===== src/rtl/thermal_pkg.sv =====
package thermal_pkg;
    typedef enum logic {
        ST_COOL = 1'b0,
        ST_HOT  = 1'b1
    } latch_state_e;

    localparam int AW = 3;
    localparam logic [AW-1:0] A_LINK  = 3'd4;
    localparam logic [AW-1:0] A_MASK  = 3'd5;
    localparam logic [AW-1:0] A_HWLIM = 3'd6;
    localparam logic [AW-1:0] A_STAT  = 3'd7;
endpackage


===== src/rtl/thermal_latch.sv =====
module thermal_latch
    import thermal_pkg::*;
#(
    parameter int TW = 8
) (
    input  logic          clk,
    input  logic          rst_n,
    input  logic          conv_valid,
    input  logic          arm,
    input  logic [TW-1:0] temp,
    input  logic [TW-1:0] limit,
    input  logic [TW-1:0] band,
    output logic          hot
);
    latch_state_e state_q, state_d;
    logic [TW-1:0] release_th;

    // Release point, floored at zero
    always_comb begin
        if (limit >= band) release_th = limit - band;
        else               release_th = '0;
    end

    always_comb begin
        state_d = state_q;
        unique case (state_q)
            ST_COOL: if (arm && conv_valid && (temp > limit)) state_d = ST_HOT;      // TRIP
            ST_HOT: begin
                if (!arm)                                      state_d = ST_COOL;    // DISARM
                else if (conv_valid && (temp < release_th))    state_d = ST_COOL;    // COOL_DOWN
            end
            default: state_d = ST_COOL;
        endcase
    end

    always_ff @(posedge clk or negedge rst_n) begin
        if (!rst_n) state_q <= ST_COOL;
        else        state_q <= state_d;
    end

    always_comb hot = (state_q == ST_HOT);

    AST_COOL_HOLD: assert property (@(posedge clk) disable iff (!rst_n)
        (state_q == ST_COOL && !(conv_valid && arm && temp > limit)) |=> (state_q == ST_COOL));
    AST_HOT_HOLD: assert property (@(posedge clk) disable iff (!rst_n)
        (state_q == ST_HOT && arm && !(conv_valid && temp < release_th)) |=> (state_q == ST_HOT));
    AST_DISARM_QUIET: assert property (@(posedge clk) disable iff (!rst_n)
        (!arm) |=> (state_q == ST_COOL));
endmodule


===== src/rtl/thermal_regs.sv =====
module thermal_regs
    import thermal_pkg::*;
#(
    parameter int           NCH       = 4,
    parameter int           TW        = 8,
    parameter int           LINKN     = 3,
    parameter logic [TW-1:0] LIMIT_RST = 8'h55
) (
    input  logic              clk,
    input  logic              rst_n,
    input  logic              conv_valid,
    input  logic [NCH*TW-1:0] temp_flat,
    input  logic [TW-1:0]     hw_limit,
    input  logic              wr_en,
    input  logic [AW-1:0]     wr_addr,
    input  logic [TW-1:0]     wr_data,
    input  logic              rd_en,
    input  logic [AW-1:0]     rd_addr,
    output logic [TW-1:0]     rd_data,
    output logic [LINKN*TW-1:0] limit_link,
    output logic [LINKN-1:0]  link,
    output logic [NCH-1:0]    mask,
    output logic [NCH-1:0]    status
);
    logic [TW-1:0]  limit_q [NCH];
    logic [LINKN-1:0] link_q;
    logic [NCH-1:0] mask_q;
    logic [NCH-1:0] status_q, status_d, over;
    logic           status_clr;

    for (genvar i = 0; i < NCH; i++) begin : g_lim
        always_ff @(posedge clk or negedge rst_n) begin
            if (!rst_n)                                  limit_q[i] <= LIMIT_RST;
            else if (wr_en && wr_addr == AW'(i))         limit_q[i] <= wr_data;
        end
        always_comb over[i] = temp_flat[i*TW +: TW] > limit_q[i];

        AST_STATUS_SET: assert property (@(posedge clk) disable iff (!rst_n)
            (conv_valid && temp_flat[i*TW +: TW] > limit_q[i]) |=> status_q[i]);
    end

    for (genvar i = 0; i < LINKN; i++) begin : g_lout
        always_comb limit_link[i*TW +: TW] = limit_q[i];
    end

    always_comb status_clr = rd_en && (rd_addr == A_STAT);
    always_comb status_d = (status_clr ? '0 : status_q) | (conv_valid ? over : '0);

    always_ff @(posedge clk or negedge rst_n) begin
        if (!rst_n) begin
            link_q   <= '0;
            mask_q   <= '0;
            status_q <= '0;
        end else begin
            if (wr_en && wr_addr == A_LINK) link_q <= wr_data[LINKN-1:0];
            if (wr_en && wr_addr == A_MASK) mask_q <= wr_data[NCH-1:0];
            status_q <= status_d;
        end
    end

    always_comb begin
        rd_data = '0;
        for (int i = 0; i < NCH; i++)
            if (rd_addr == AW'(i)) rd_data = limit_q[i];
        if (rd_addr == A_LINK)  rd_data = TW'(link_q);
        if (rd_addr == A_MASK)  rd_data = TW'(mask_q);
        if (rd_addr == A_HWLIM) rd_data = hw_limit;
        if (rd_addr == A_STAT)  rd_data = TW'(status_q);
    end

    always_comb begin
        link   = link_q;
        mask   = mask_q;
        status = status_q;
    end
endmodule


===== src/rtl/thermal_guard.sv =====
module thermal_guard
    import thermal_pkg::*;
#(
    parameter int NCH     = 4,
    parameter int TW      = 8,
    parameter int LINKN   = 3,
    parameter int HW_CH   = 1,
    parameter int HW_BAND = 10
) (
    input  logic              clk,
    input  logic              rst_n,
    input  logic              conv_valid,
    input  logic [NCH*TW-1:0] temp_in,
    input  logic [NCH-1:0]    fault_in,
    input  logic [TW-1:0]     hyst_in,
    input  logic [TW-1:0]     hw_limit_in,
    input  logic              wr_en,
    input  logic [AW-1:0]     wr_addr,
    input  logic [TW-1:0]     wr_data,
    input  logic              rd_en,
    input  logic [AW-1:0]     rd_addr,
    output logic [TW-1:0]     rd_data,
    output logic              shutdown,
    output logic              alert_n
);
    logic [LINKN*TW-1:0] limit_link;
    logic [LINKN-1:0]    link, link_hot;
    logic [NCH-1:0]      mask, status;
    logic                hw_hot;
    logic [TW-1:0]       hw_temp;

    thermal_regs #(.NCH(NCH), .TW(TW), .LINKN(LINKN)) u_regs (
        .clk(clk), .rst_n(rst_n), .conv_valid(conv_valid), .temp_flat(temp_in),
        .hw_limit(hw_limit_in), .wr_en(wr_en), .wr_addr(wr_addr), .wr_data(wr_data),
        .rd_en(rd_en), .rd_addr(rd_addr), .rd_data(rd_data),
        .limit_link(limit_link), .link(link), .mask(mask), .status(status)
    );

    for (genvar i = 0; i < LINKN; i++) begin : g_ch
        thermal_latch #(.TW(TW)) u_latch (
            .clk(clk), .rst_n(rst_n), .conv_valid(conv_valid), .arm(link[i]),
            .temp(temp_in[i*TW +: TW]), .limit(limit_link[i*TW +: TW]),
            .band(hyst_in), .hot(link_hot[i])
        );

        AST_LINK_TRIP: assert property (@(posedge clk) disable iff (!rst_n)
            (conv_valid && link[i] && temp_in[i*TW +: TW] > limit_link[i*TW +: TW]) |=> shutdown);
    end

    always_comb hw_temp = temp_in[HW_CH*TW +: TW];

    thermal_latch #(.TW(TW)) u_hw (
        .clk(clk), .rst_n(rst_n), .conv_valid(conv_valid), .arm(1'b1),
        .temp(hw_temp), .limit(hw_limit_in), .band(TW'(HW_BAND)), .hot(hw_hot)
    );

    always_comb begin
        shutdown = (|link_hot) | hw_hot;
        alert_n  = ~(|((status | fault_in) & ~mask));
    end

    AST_HW_TRIP: assert property (@(posedge clk) disable iff (!rst_n)
        (conv_valid && hw_temp > hw_limit_in && $stable(hw_limit_in)) |=> shutdown);
endmodule


===== config.mk =====
export PLATFORM = sky130hd
export DESIGN_NAME = thermal_guard
export DESIGN_NICKNAME = d
export VERILOG_FILES = /design/src/rtl/thermal_pkg.sv /design/src/rtl/thermal_latch.sv /design/src/rtl/thermal_regs.sv /design/src/rtl/thermal_guard.sv
export SDC_FILE = /design/constraint.sdc
export NUM_CORES = 1
export LEC_CHECK = 0
export ABC_CLOCK_PERIOD_IN_PS = 4220
export CAP_MARGIN = 20
export CELL_PAD_IN_SITES_DETAIL_PLACEMENT = 1
export CELL_PAD_IN_SITES_GLOBAL_PLACEMENT = 1
export CORE_ASPECT_RATIO = 0.5
export CORE_MARGIN = 1.5
export CORE_UTILIZATION = 40
export CTS_CLUSTER_DIAMETER = 30
export DETAILED_ROUTE_END_ITERATION = 16
export DONT_BUFFER_PORTS = 1
export PLACE_DENSITY = 0.71
export SYNTH_ARGS = -nofsm -noshare
export SYNTH_HDL_FRONTEND = slang
export SYNTH_HIERARCHICAL = 1
export SYNTH_SLANG_ARGS = --single-unit
export TNS_END_PERCENT = 100

===== constraint.sdc =====
create_clock -name clk -period 4.22 [get_ports clk]
set_input_delay 0.844 -clock clk [delete_from_list [all_inputs] [get_ports clk]]
set_output_delay 0.844 -clock clk [all_outputs]
set_load 0.005 [all_outputs]

==> out/results.tsv <==
stage	metric	value	unit
die	die_area	16700	um2
sta	fin_worst_skew	0.00448	ns
power	finalPower	2.38	mW
detailed_routing	post-route-drc-count	0	
synth	dominantRegCellSynth	sky130_fd_sc_hd__dfrtp_1	
final_layout	layout.cells.most_common	sky130_fd_sc_hd__ha_1	
hold_path	hold_path_class	in -> async	
die	design.core.area	15500	um2
detailed_routing	num_vias	5549	
synth	synth-edff-count	0	
sta	finalHoldViolCount	0	
clock_tree	number_of_clock_sinks	47	
final_layout	fillers	1887	
die	rows	32	
detailed_routing	drt_iter0_drc	258	
critical_path	element_type_at_the_critical_path_end	flop	
sta	max_clock_freq	285	MHz
synth	avgSynthCellArea	8.29	um2
critical_path	r2r.worst_path.cells	14	
die	ioPinCount	81	
final_layout	multiInputGateArea	4530	um2
sta	final_min_period_over_clock_period	83.3	%
critical_path	timing.critical_path.from	u_regs/limit_link[0]$_DFFE_PN1P_	
placed_design	detailedPlacementHpwl	16.5	mm
die	chipWidth	181	um
critical_path	arrival	3.70	ns
run	drv_cap	0	
clock_tree	cts_resized	0	
global_routing	wire_length_of_the_first_global_routing_pass	31.8	mm
placed_design	gp_routability_congestion	0.866	
sta	unrepaired_setup_endpoints_after_global_routing	false	
detailed_routing	routed_wl	19.8	mm
status	run_status	complete, no violations	
detailed_routing	via_per_inst	5.84	
critical_path	destination_of_the_worst_register_to_register_timing_path	g_ch[0].u_latch/hot$_DFF_PN0_	
synth	synth_simple_gate_area_share	17.7	%
global_routing	grt_start_max_net_pins	48	
critical_path	crit_fanout	6	
critical_path	critPathCapture	g_ch[0].u_latch/hot$_DFF_PN0_	
clock_tree	h_tree_level_count	2	
final_layout	design.final.nets	944	
sta	max_slew_violation_count	0	
clock_tree	cts_tree	done	
clock_tree	cts_inserted_buffers	5	
final_layout	register_area	1200	um2
die	floorplan.initialDensity	41.1	%
synth	mappedNetlistArea	6360	um2
critical_path	crit_type	reg -> reg	
clock_tree	cts_stage_hold_buffer_count	0	
global_routing	grt_overflow_total	0	
placed_design	count_of_buffers_from_port_buffering	0	
detailed_routing	first_drt_pass_iteration_count	4	
detailed_routing	wire_per_inst	20.9	um
global_routing	grt_usage	24.8	%
power	max-vdd-ir-drop	0.160	mV
synth	post_synthesis_xor_xnor_area_fraction	0.551	%
final_layout	share_of_final_layout_standard_cells_stronger_than_drive_strength_1	7.51	%
sta	finalSetupViolCount	0	
critical_path	timing.rr.start	u_regs/limit_link[0]$_DFFE_PN1P_	
critical_path	cp_required	4.40	ns
power	pwr_density_cell	363	nW/um2
synth	synth_compound_area_share	19.3	%
synth	ys_types	54	
sta	timing.setup.tns	0	ns
synth	async_set_reset_flop_share_out_of_synthesis	100	%
global_routing	grt_pass1_vias	5810	
final_layout	layout_common_cells	sky130_fd_sc_hd__ha_1, sky130_fd_sc_hd__inv_1, sky130_fd_sc_hd__nand2_1	
synth	synthesized_netlist_cell_count	767	
synth	post_synthesis_sequential_element_count	47	
clock_tree	cts_post_setup_buffers_inserted	0	
sta	slew_headroom	45.5	%
clock_tree	worstSkewPairLatency	0.30	ns
clock_tree	cts-root-buf	sky130_fd_sc_hd__clkbuf_16	
sta	worst-slew-pin-transition	0.814	ns
critical_path	regToRegSetupSlack	0.71	ns
synth	synth_top_family_by_area	adder cells	
power	static-leakage-power	3.17	nW
final_layout	final_core_utilization	42.3	%
final_layout	antenna_cells_inserted	0	
detailed_routing	antenna_violating_nets_remaining	0	
clock_tree	clkTransAtPathRegs	0.06	ns
critical_path	timing.critical_path.from_type	flop	
global_routing	antenna_found_initial	0	
synth	synth-seq-area-share	18.8	%
die	die_y	92.2	um
clock_tree	max-clock-path-buffers	2	
sta	finalCriticalPeriod	3.51	ns
final_layout	area_delta_synth_final	2.79	%
synth	synth_fa_ha_area_share	25.7	%
synth	synth.mux.area_fraction	7.36	%
synth	yosys_warnings	6	
[cells in the mapped netlist, types with 5 or more instances]
| master | instances | area, um2 |
|---|---|---|
| sky130_fd_sc_hd__nand2_1 | 55 | 206 |
| sky130_fd_sc_hd__a211o_1 | 7 | 61.3 |
| sky130_fd_sc_hd__nor3_1 | 7 | 35.0 |
| sky130_fd_sc_hd__nand3_1 | 39 | 195 |
| sky130_fd_sc_hd__nand4_1 | 16 | 100 |
| sky130_fd_sc_hd__nor2_1 | 42 | 158 |
| sky130_fd_sc_hd__a31oi_1 | 5 | 31.3 |
| sky130_fd_sc_hd__o21bai_1 | 7 | 52.6 |
| sky130_fd_sc_hd__buf_4 | 24 | 180 |
| sky130_fd_sc_hd__o21ai_0 | 46 | 230 |
| sky130_fd_sc_hd__o21a_1 | 12 | 90.1 |
| sky130_fd_sc_hd__dfstp_2 | 16 | 420 |
| sky130_fd_sc_hd__dfrtp_1 | 31 | 776 |
| sky130_fd_sc_hd__a21oi_1 | 45 | 225 |
| sky130_fd_sc_hd__mux2_2 | 19 | 214 |
| sky130_fd_sc_hd__nor2b_1 | 7 | 43.8 |
| sky130_fd_sc_hd__o211ai_1 | 6 | 45.0 |
| sky130_fd_sc_hd__buf_2 | 10 | 50.1 |
| sky130_fd_sc_hd__and3_1 | 7 | 43.8 |
| sky130_fd_sc_hd__ha_1 | 124 | 1550 |
| sky130_fd_sc_hd__nand2b_1 | 15 | 93.8 |
| sky130_fd_sc_hd__o31a_1 | 7 | 61.3 |
| sky130_fd_sc_hd__a211oi_1 | 6 | 45.0 |
| sky130_fd_sc_hd__a21o_1 | 20 | 150 |
| sky130_fd_sc_hd__inv_1 | 109 | 409 |
[metal layers]
| layer | track usage (%) | vias to the layer above | wire, um |
|---|---|---|---|
| met1 | 33.1 | 2744 | 9230 |
| met4 | 6.11 | 0 | 289 |
| li1 | - | 2672 | - |
| met3 | 4.53 | 22 | 1250 |
| met2 | 41.4 | 111 | 9080 |
| met5 | 0 | - | 0 |
[metrics by stage]
step	instance area, um2	hold slack, ns	instances	worst slack [ns]
after floorplan	6400	0.477	777	0.849
after global placement	6390	0.507	942	0.745
after detailed placement	6390	0.525	942	0.573
after CTS	6540	0.231	950	0.743
after global routing	6540	0.229	950	0.451
final	6540	0.240	950	0.706
[registers in the layout, indices dropped and copies added (netlist names)]
signal / count
u_regs/link: 3
u_regs/status: 4
u_regs/limit_q: 8
u_regs/mask: 4
g_ch.u_latch/hot: 3
u_regs/limit_link: 24
u_hw/hot: 1
[kinds of logic after synthesis]
kind of cell | after synthesis
and+or+nand+nor | 216
muxes | 33
buffers and inverters | 148
DFF | 47
other | 2
AOI/OAI and AO/OA | 189
xor gates and xnor gates | 4
adders and majority gates | 128
[critical path, cell delays in order (launching register included)]
cell	delay [ns]
sky130_fd_sc_hd__dfstp_2	0.59
sky130_fd_sc_hd__inv_1	0.06
sky130_fd_sc_hd__ha_1	0.25
sky130_fd_sc_hd__fa_1	0.41
sky130_fd_sc_hd__nand2b_1	0.20
sky130_fd_sc_hd__a21o_1	0.21
sky130_fd_sc_hd__a21oi_1	0.18
sky130_fd_sc_hd__or2_1	0.24
sky130_fd_sc_hd__nand3_1	0.12
sky130_fd_sc_hd__ha_1	0.31
sky130_fd_sc_hd__a21o_1	0.18
sky130_fd_sc_hd__a21oi_1	0.21
sky130_fd_sc_hd__a211o_1	0.16
sky130_fd_sc_hd__a31oi_1	0.04
sky130_fd_sc_hd__a211o_1	0.23
[report_power, final]
part	total (mW)	switching, mW	internal, mW
Clock	0.397	0.178	0.219
Combinational	1.23	0.659	0.571
Sequential	0.749	0.166	0.583
Total	2.38	1.00	1.37
[worst min-delay path by stage]
stage,from,end,slack (ns),cells after the start
2_1_floorplan,u_regs/status[2]$_DFF_PN0_,u_regs/status[2]$_DFF_PN0_,0.48,1
3_3_place_gp,u_regs/mask[2]$_DFFE_PN0P_,u_regs/mask[2]$_DFFE_PN0P_,0.51,1
3_5_place_dp,u_regs/mask[0]$_DFFE_PN0P_,u_regs/mask[0]$_DFFE_PN0P_,0.53,1
4_1_cts,rst_n,u_regs/mask[2]$_DFFE_PN0P_,0.23,0
5_1_grt,rst_n,u_regs/link[2]$_DFFE_PN0P_,0.23,0
6_report,rst_n,u_regs/limit_q[5]$_DFFE_PN0P_,0.24,0
[cell type report]
type / count / area share (%)
multi-input cells: 582 / 69.4
flip-flops and latches: 47 / 18.3
well taps: 204 / 3.91
clock buffers: 6 / 1.97
inverters: 109 / 6.26
clock inverters: 2 / 0.191
No activity file was read; power rests on OpenSTA's default activity.
